===== src/rtl/preamble_seq.sv =====
module preamble_seq #(
  parameter int MAX_PAT = 32
) (
  input  logic       clk,
  input  logic       rst_n,
  input  logic       fifo_empty,
  input  logic [7:0] fifo_data,
  output logic       fifo_pop,
  input  logic       invert,
  input  logic       sym_ready,
  output logic       sym_valid,
  output logic       sym_out,
  output logic       underflow
);
  localparam int PAT_BYTES = MAX_PAT / 8;
  localparam int IDX_W = $clog2(MAX_PAT);
  localparam int LW = IDX_W + 1;
  localparam int LB_W = (PAT_BYTES > 1) ? $clog2(PAT_BYTES) : 1;

  typedef enum logic [2:0] {S_CMD, S_REPS, S_LOAD, S_FETCH, S_SSEND, S_RSEND} st_t;

  st_t             st;
  logic [6:0]      remain;
  logic [2:0]      sbit;
  logic [7:0]      sh;
  logic [LW-1:0]   plen;
  logic [7:0]      reps;
  logic [IDX_W-1:0] pidx;
  logic [LB_W-1:0] lidx;
  logic [7:0]      pat_b [PAT_BYTES];

  wire need = (st == S_CMD) || (st == S_REPS) || (st == S_LOAD) || (st == S_FETCH);
  wire mid  = need && (st != S_CMD);
  assign fifo_pop  = need && !fifo_empty;
  assign sym_valid = (st == S_SSEND) || (st == S_RSEND);
  wire fire = sym_valid && sym_ready;

  wire pat_bit = pat_b[pidx[IDX_W-1:3]][3'd7 - pidx[2:0]];
  assign sym_out = ((st == S_RSEND) ? pat_bit : sh[7]) ^ invert;

  wire [6:0]    cnt_in   = fifo_data[6:0];
  wire [LW-1:0] plen_in  = (cnt_in > 7'(MAX_PAT)) ? LW'(MAX_PAT) : LW'(cnt_in);
  wire [LW-1:0] nb_m1    = ((plen + LW'(7)) >> 3) - LW'(1);
  wire          last_ld  = (LW'(lidx) == nb_m1);
  wire          last_sym = (LW'(pidx) == plen - LW'(1));

  always_ff @(posedge clk or negedge rst_n) begin
    if (!rst_n) begin
      st        <= S_CMD;
      remain    <= '0;
      sbit      <= '0;
      sh        <= '0;
      plen      <= '0;
      reps      <= '0;
      pidx      <= '0;
      lidx      <= '0;
      underflow <= 1'b0;
      for (int i = 0; i < PAT_BYTES; i++) pat_b[i] <= '0;
    end else begin
      if (mid && fifo_empty) underflow <= 1'b1;
      case (st)
        S_CMD: if (!fifo_empty) begin
          if (fifo_data[7]) begin
            plen <= plen_in;
            st   <= S_REPS;
          end else begin
            remain <= cnt_in;
            st     <= (cnt_in == 7'd0) ? S_CMD : S_FETCH;
          end
        end
        S_REPS: if (!fifo_empty) begin
          reps <= fifo_data;
          lidx <= '0;
          pidx <= '0;
          st   <= (plen == '0) ? S_CMD : S_LOAD;
        end
        S_LOAD: if (!fifo_empty) begin
          pat_b[lidx] <= fifo_data;
          if (last_ld) st <= (reps == 8'd0) ? S_CMD : S_RSEND;
          else lidx <= lidx + LB_W'(1);
        end
        S_FETCH: if (!fifo_empty) begin
          sh   <= fifo_data;
          sbit <= '0;
          st   <= S_SSEND;
        end
        S_SSEND: if (fire) begin
          sh     <= {sh[6:0], 1'b0};
          sbit   <= sbit + 3'd1;
          remain <= remain - 7'd1;
          if (remain == 7'd1) st <= S_CMD;
          else if (sbit == 3'd7) st <= S_FETCH;
        end
        S_RSEND: if (fire) begin
          if (last_sym) begin
            pidx <= '0;
            reps <= reps - 8'd1;
            if (reps == 8'd1) st <= S_CMD;
          end else begin
            pidx <= pidx + IDX_W'(1);
          end
        end
        default: st <= S_CMD;
      endcase
    end
  end
endmodule


===== config.mk =====
export PLATFORM = sky130hd
export DESIGN_NAME = preamble_seq
export DESIGN_NICKNAME = d
export VERILOG_FILES = /design/src/rtl/preamble_seq.sv
export SDC_FILE = /design/constraint.sdc
export NUM_CORES = 1
export LEC_CHECK = 0
export BUFFER_PORTS_ARGS = -buffer_cell sky130_fd_sc_hd__buf_2
export CORE_MARGIN = 4
export CORE_UTILIZATION = 50
export DETAILED_ROUTE_END_ITERATION = 7
export HOLD_SLACK_MARGIN = 0.06
export PLACE_DENSITY = 0.73
export REMOVE_ABC_BUFFERS = 1
export SLEW_MARGIN = 10
export SYNTH_ARGS = -nofsm -noshare
export SYNTH_HDL_FRONTEND = slang
export SYNTH_SLANG_ARGS = --single-unit

===== constraint.sdc =====
create_clock -name clk -period 3.1 [get_ports clk]
set_input_delay 0.155 -clock clk [delete_from_list [all_inputs] [get_ports clk]]
set_output_delay 0.155 -clock clk [all_outputs]
set_load 0.005 [all_outputs]

==> flow_summary.ini, run 1 <==
[run_status]
outcome = finished clean

[grt]
grt_pass1_wl_mm = 16.6
grt_antenna_before_repair = 0
grt_pass1_vias = 3329
grt_usage_pct = 21.3
grt_max_degree = 35
overflow = 0

[placement]
gp_congestion = 0.845
dp.final_hpwl_mm = 7.07
numPortBuffers = 16
dp_cells = 522

[synthesis]
synth_area_um2 = 4260
ys_ff_latch = 75
ys.flop_type = dfrtp_1
ys_top_cells_by_area = dfrtp_1, mux2_2, mux4_2
yosysSeqAreaShare_pct = 44.1
synth_cell_types = 57
syn-instance-count = 420
synthTopCellsByCount = dfrtp_1, nand2_1, o21ai_0
postSynth.asyncResetShare_pct = 100
synth_warnings = 0
synth_edf_count = 0
yosysTopAreaCell = dfrtp_1
yosysMostFrequentCell = dfrtp_1
synth.avg_cell_area_um2 = 10.1
synth_top_area_share_pct = 44.1

[critical_path]
cp.required_ns = 2.94
crit_type = register to output pin
cp_max_fo = 13
cp.arrival_ns = 2.76
startpoint_type = register
end_kind = output pin

[hold_path]
hold_class = input pin to register

[timing]
grt_setup_unrepaired = false
setup_viol = 0
drv_slew = 0
skew_ns = 0.0198
slew_headroom_pct = 49.4
hold_viol_final = 0
fmax_mhz = 343
layout_worst_path_cycle_share_pct = 94.1
hold_ws_ns = 0.164
tns_ns = 0
finalCriticalPeriod_ns = 2.92
tightest_slew_ns = 0.760

[clocking]
cts.path.max_buffers = 2
cts_tree = done
cts_post_setup_buffers_inserted = 0
numCtsBuffers = 9
clock-sinks = 75
clk_latency_ns = 0.36
cts_root_buf = clkbuf_8
clkTransAtPathRegs_ns = 0.09
htreeDepth = 3

[floorplanning]
rows = 33
initial_core_util_pct = 51.5
io_pins = 17
fp.coreArea_um2 = 8260
fp.dieW_um = 100
dieArea_um2 = 10100
die_h_um = 100

[drt]
post_drt_wl_per_cell_um = 18.3
wirelength_mm = 9.86
vias = 3200
viasPerCell = 5.94
firstDrtPassIters = 4
drc = 0
postRouteAntennaNets = 0
drt_iter0_markers = 183

[pwr]
swShare_pct = 39.9
pwr-share-clk_pct = 18.4
netSwitchingPower_uw = 1710
seqPwrFrac_pct = 41.0
p_int_uw = 2580
leakage_uw = 0.00203
vdd_ir_drop_max_uv = 371
p_per_area_nw_per_um2 = 929
p_comb_share_pct = 40.6

[finish]
layout-drive-gt1-share_pct = 20.7
fill_cells = 716
diodes = 0
syn2layout_area_growth_pct = 8.41
fin_nets = 457
final_cells = 539

[run]
cap_violations = 0
[critical path: stages (launching register included)]
cell     delay, ns
dfrtp_1       0.73
mux4_2        0.60
mux4_2        0.47
mux2i_1       0.21
o21ai_0       0.13
xor2_1        0.16
buf_2         0.13
[final cells by class]
| cell class | count | area (um2) | share of cell area [%] |
|---|---|---|---|
| clock inverters | 7 | 83.8 | 1.82 |
| clock buffers | 9 | 124 | 2.68 |
| repair buffers | 23 | 135 | 2.93 |
| multi-input cells | 306 | 2210 | 47.9 |
| well taps | 105 | 131 | 2.85 |
| flip-flops and latches | 75 | 1880 | 40.7 |
| inverters | 14 | 52.6 | 1.14 |
[flip-flops by register name (all words and copies together), names as in the netlist]
register   count
remain         7
sbit           3
pidx           5
st             3
reps           8
pat_b         32
underflow      1
lidx           2
sh             8
plen           6
[per-stage QoR]
step	utilization, %	power [uW]	instance area [um2]	setup slack, ns
5_1_grt	55.9	4630	4610	0.00821
4_1_cts	55.9	4290	4610	0.135
3_3_place_gp	53.2	3390	4400	0.527
6_report	55.9	4290	4610	0.182
2_1_floorplan	-	3000	4140	0.635
3_5_place_dp	53.2	3500	4400	0.458
[power groups by stage]
stage	clock (uW)	combinational, uW	sequential, uW
4_1_cts	801	1740	1750
5_1_grt	847	1970	1820
3_3_place_gp	0	1650	1740
2_1_floorplan	0	1360	1640
3_5_place_dp	0	1730	1770
6_report	789	1740	1760
[layout by cell type (no fill, tap or decap), types with 8 or more instances in the layout]
cell type and count:
inv_1 14, a22oi_1 8, dfrtp_1 75, ha_1 15, o21ai_0 36, nor2_1 25, a21oi_1 19, nand2_1 56
buf_2 16, mux4_2 10, nand3_1 11, nor3_1 11, nand2b_1 9, mux2_2 32, clkbuf_8 9
[per-layer routing]
metal / routed length [um] / GRT usage (%) / vias to the layer above
li1: - / - / 1517
met1: 4430 / 28.9 / 1579
met2: 4640 / 33.2 / 82
met3: 561 / 4.73 / 22
met4: 237 / 8.81 / 0
met5: 0 / 0 / -
[worst paths after layout]
| kind | start | endpoint | slack [ns] | cells past startpoint |
|---|---|---|---|---|
| worst max-delay path | pidx[3] | sym_out | 0.18 | 6 |
| worst min-delay path | fifo_data[4] | plen[4] | 0.16 | 3 |
| worst max register to register | plen[0] | reps[6] | 0.46 | 8 |
| worst min register to register | sh[4] | sh[4] | 0.49 | 2 |
| max in group asynchronous | rst_n | plen[0] | 1.88 | 3 |
| min in group asynchronous | rst_n | underflow | 0.39 | 2 |
[what timing repair did]
item                                   CTS  global route
endpoints found under the hold margin   32             0
resized for setup                        0             0
hold buffers                             1             0
[cells by family after synthesis]
logic type / Yosys count / share of synthesized area, %
XOR/XNOR: 11 / 2.59
adder cells (fa/ha/maj): 15 / 4.41
flip-flops: 75 / 44.1
buffers and inverters: 39 / 3.97
multiplexers: 46 / 14.8
AND/OR/NAND/NOR: 134 / 14.7
AO/OA/AOI/OAI: 100 / 15.4
Power figures use the tool's default switching activity.
==> run 2: changes to the inputs <==
Settings changed: MAX_ROUTING_LAYER set to met4.
Clock period 3.1 ns to 3.3 ns, I/O delays scaled along.
==> flow_summary.ini, run 2 (synthesis results as in run 1) <==
[finish]
layout-drive-gt1-share_pct = 20.3
diodes = 0
fill_cells = 725
fin_nets = 456
layout_commonest_cell = dfrtp_1
largest_register_ffs = 32
layout_common_cells = dfrtp_1, nand2_1, o21ai_0, mux2_2, nor2_1
top_regs = pat_b x32, reps x8, sh x8
top_register = pat_b
syn2layout_area_growth_pct = 8.02
postLayoutCellArea_um2 = 4600

[hold_path]
whs_path_depth = 3
hold_path_end = plen[1]
worstHoldStart = fifo_data[1]
hold_class = input pin to register

[timing]
hold_viol_final = 0
fmax_mhz = 341
tns_ns = 0
layout_setup_ws_ns = 0.369
layout_worst_path_cycle_share_pct = 88.8
setup_viol = 0
finalCriticalPeriod_ns = 2.93
drv_slew = 0
grt_setup_unrepaired = false
tightest_slew_ns = 0.726
skew_ns = 0.00593
slew_headroom_pct = 51.2

[clocking]
cts_root_buf = clkbuf_8
numCtsBuffers = 9
clkTransAtPathRegs_ns = 0.08
cts.path.max_buffers = 2
cts_tree = done
post_cts_resized = 0
htreeDepth = 3
clock-sinks = 75
clk_latency_ns = 0.35

[drt]
postRouteAntennaNets = 0
firstDrtPassIters = 5
drt_iter0_markers = 261
viasPerCell = 5.92
vias = 3186
wirelength_mm = 9.55
post_drt_wl_per_cell_um = 17.8
drc = 0

[floorplanning]
initial_core_util_pct = 51.5
rows = 33
die_h_um = 100
fp.dieW_um = 100
dieArea_um2 = 10100
io_pins = 17
fp.coreArea_um2 = 8260

[critical_path]
startpoint_type = register
r2r-start = plen[0]
crit_path_frequent_cell = mux4_2
slowest_delay_ns = 0.75
r2r_end = reps[3]
cp.arrival_ns = 2.77
rrSetupSlack_ns = 0.51
end_kind = output pin
path_cells = mux4_2, mux4_2, mux2i_1, o21ai_0, xor2_1, buf_2
cp.required_ns = 3.13
cp_max_fo = 13
crit_path_top_delay_cell = dfrtp_1
rr_worst_depth = 8
crit_type = register to output pin

[placement]
gp_congestion = 0.861
numPortBuffers = 16
placed_area_um2 = 4390
dp.final_hpwl_mm = 6.74
dp_slack_ns = 0.584

[pwr]
leakage_uw = 0.00201
vdd_ir_drop_max_uv = 367
finalPower_uw = 4000
p_per_area_nw_per_um2 = 870

[grt]
use_met1_pct = 28.2
grt_use_met3_pct = 4.24
grt_max_degree = 33
grt_pass1_vias = 3206
grt_pass1_wl_mm = 15.9
met2_usage_pct = 32.7
overflow = 0
grt_usage_pct = 21.0
gr-max-usage-layer = met2
grt_antenna_before_repair = 0

[run]
cap_violations = 0

[run_status]
outcome = finished clean
==> run 2: cell count changes in the layout (fill, tap and decap cells not counted), sizes merged <==
cell,change
clkbuf,+1
clkinvlp,+1
buf,-1
clkinv,-2
==> run 2: how the worst max path moves through the flow <==
stage / start / to / slack, ns / cells past startpoint
finish: pidx[3] / sym_out / 0.37 / 6
CTS: pidx[3] / sym_out / 0.31 / 6
global route: pidx[3] / sym_out / 0.19 / 6
global placement: pidx[3] / sym_out / 0.72 / 6
detailed placement: plen[0] / reps[3] / 0.58 / 8
floorplan: plen[0] / st[1] / 0.83 / 11
==> run 2: critical path: cells and delay by family (launching register included) <==
kind,cells,cell delay (ns)
compound gates,1,0.13
buf+inv,1,0.13
flops,1,0.75
mux,3,1.24
xor+xnor,1,0.15
==> run 2: final cells by class <==
class	instances	area (um2)	area share, %
tap	105	131	2.86
clock buffer	10	128	2.78
sequential	75	1880	40.8
clock inverter	6	71.3	1.55
inverter	14	52.6	1.14
timing repair buffer	22	128	2.78
multi-input combinational	306	2210	48.1
==> run 2: power breakdown <==
part / leakage [uW] / total [uW] / internal, uW / switching (uW)
clock network: 0.0000939 / 727 / 358 / 370
logic: 0.000956 / 1630 / 787 / 842
registers: 0.000963 / 1640 / 1270 / 372
==> run 2: routing by layer <==
layer / vias up / wire, um
met5: - / 0
met4: 0 / 123
met3: 11 / 406
met2: 75 / 4660
met1: 1583 / 4360
li1: 1517 / -
==> run 2: timing repair <==
action	4_1_cts	5_1_grt
setup buffers	0	0
hold buffers	1	0
hold endpoints to repair	20	0
==> run 2: stage by stage <==
stage | hold WS [ns] | instances | utilization (%)
finish | 0.176 | 538 | 55.7
global route | 0.158 | 538 | 55.7
CTS | 0.160 | 538 | 55.7
floorplan | -0.131 | 395 | -
global placement | 0.147 | 521 | 53.2
detailed placement | 0.160 | 521 | 53.2
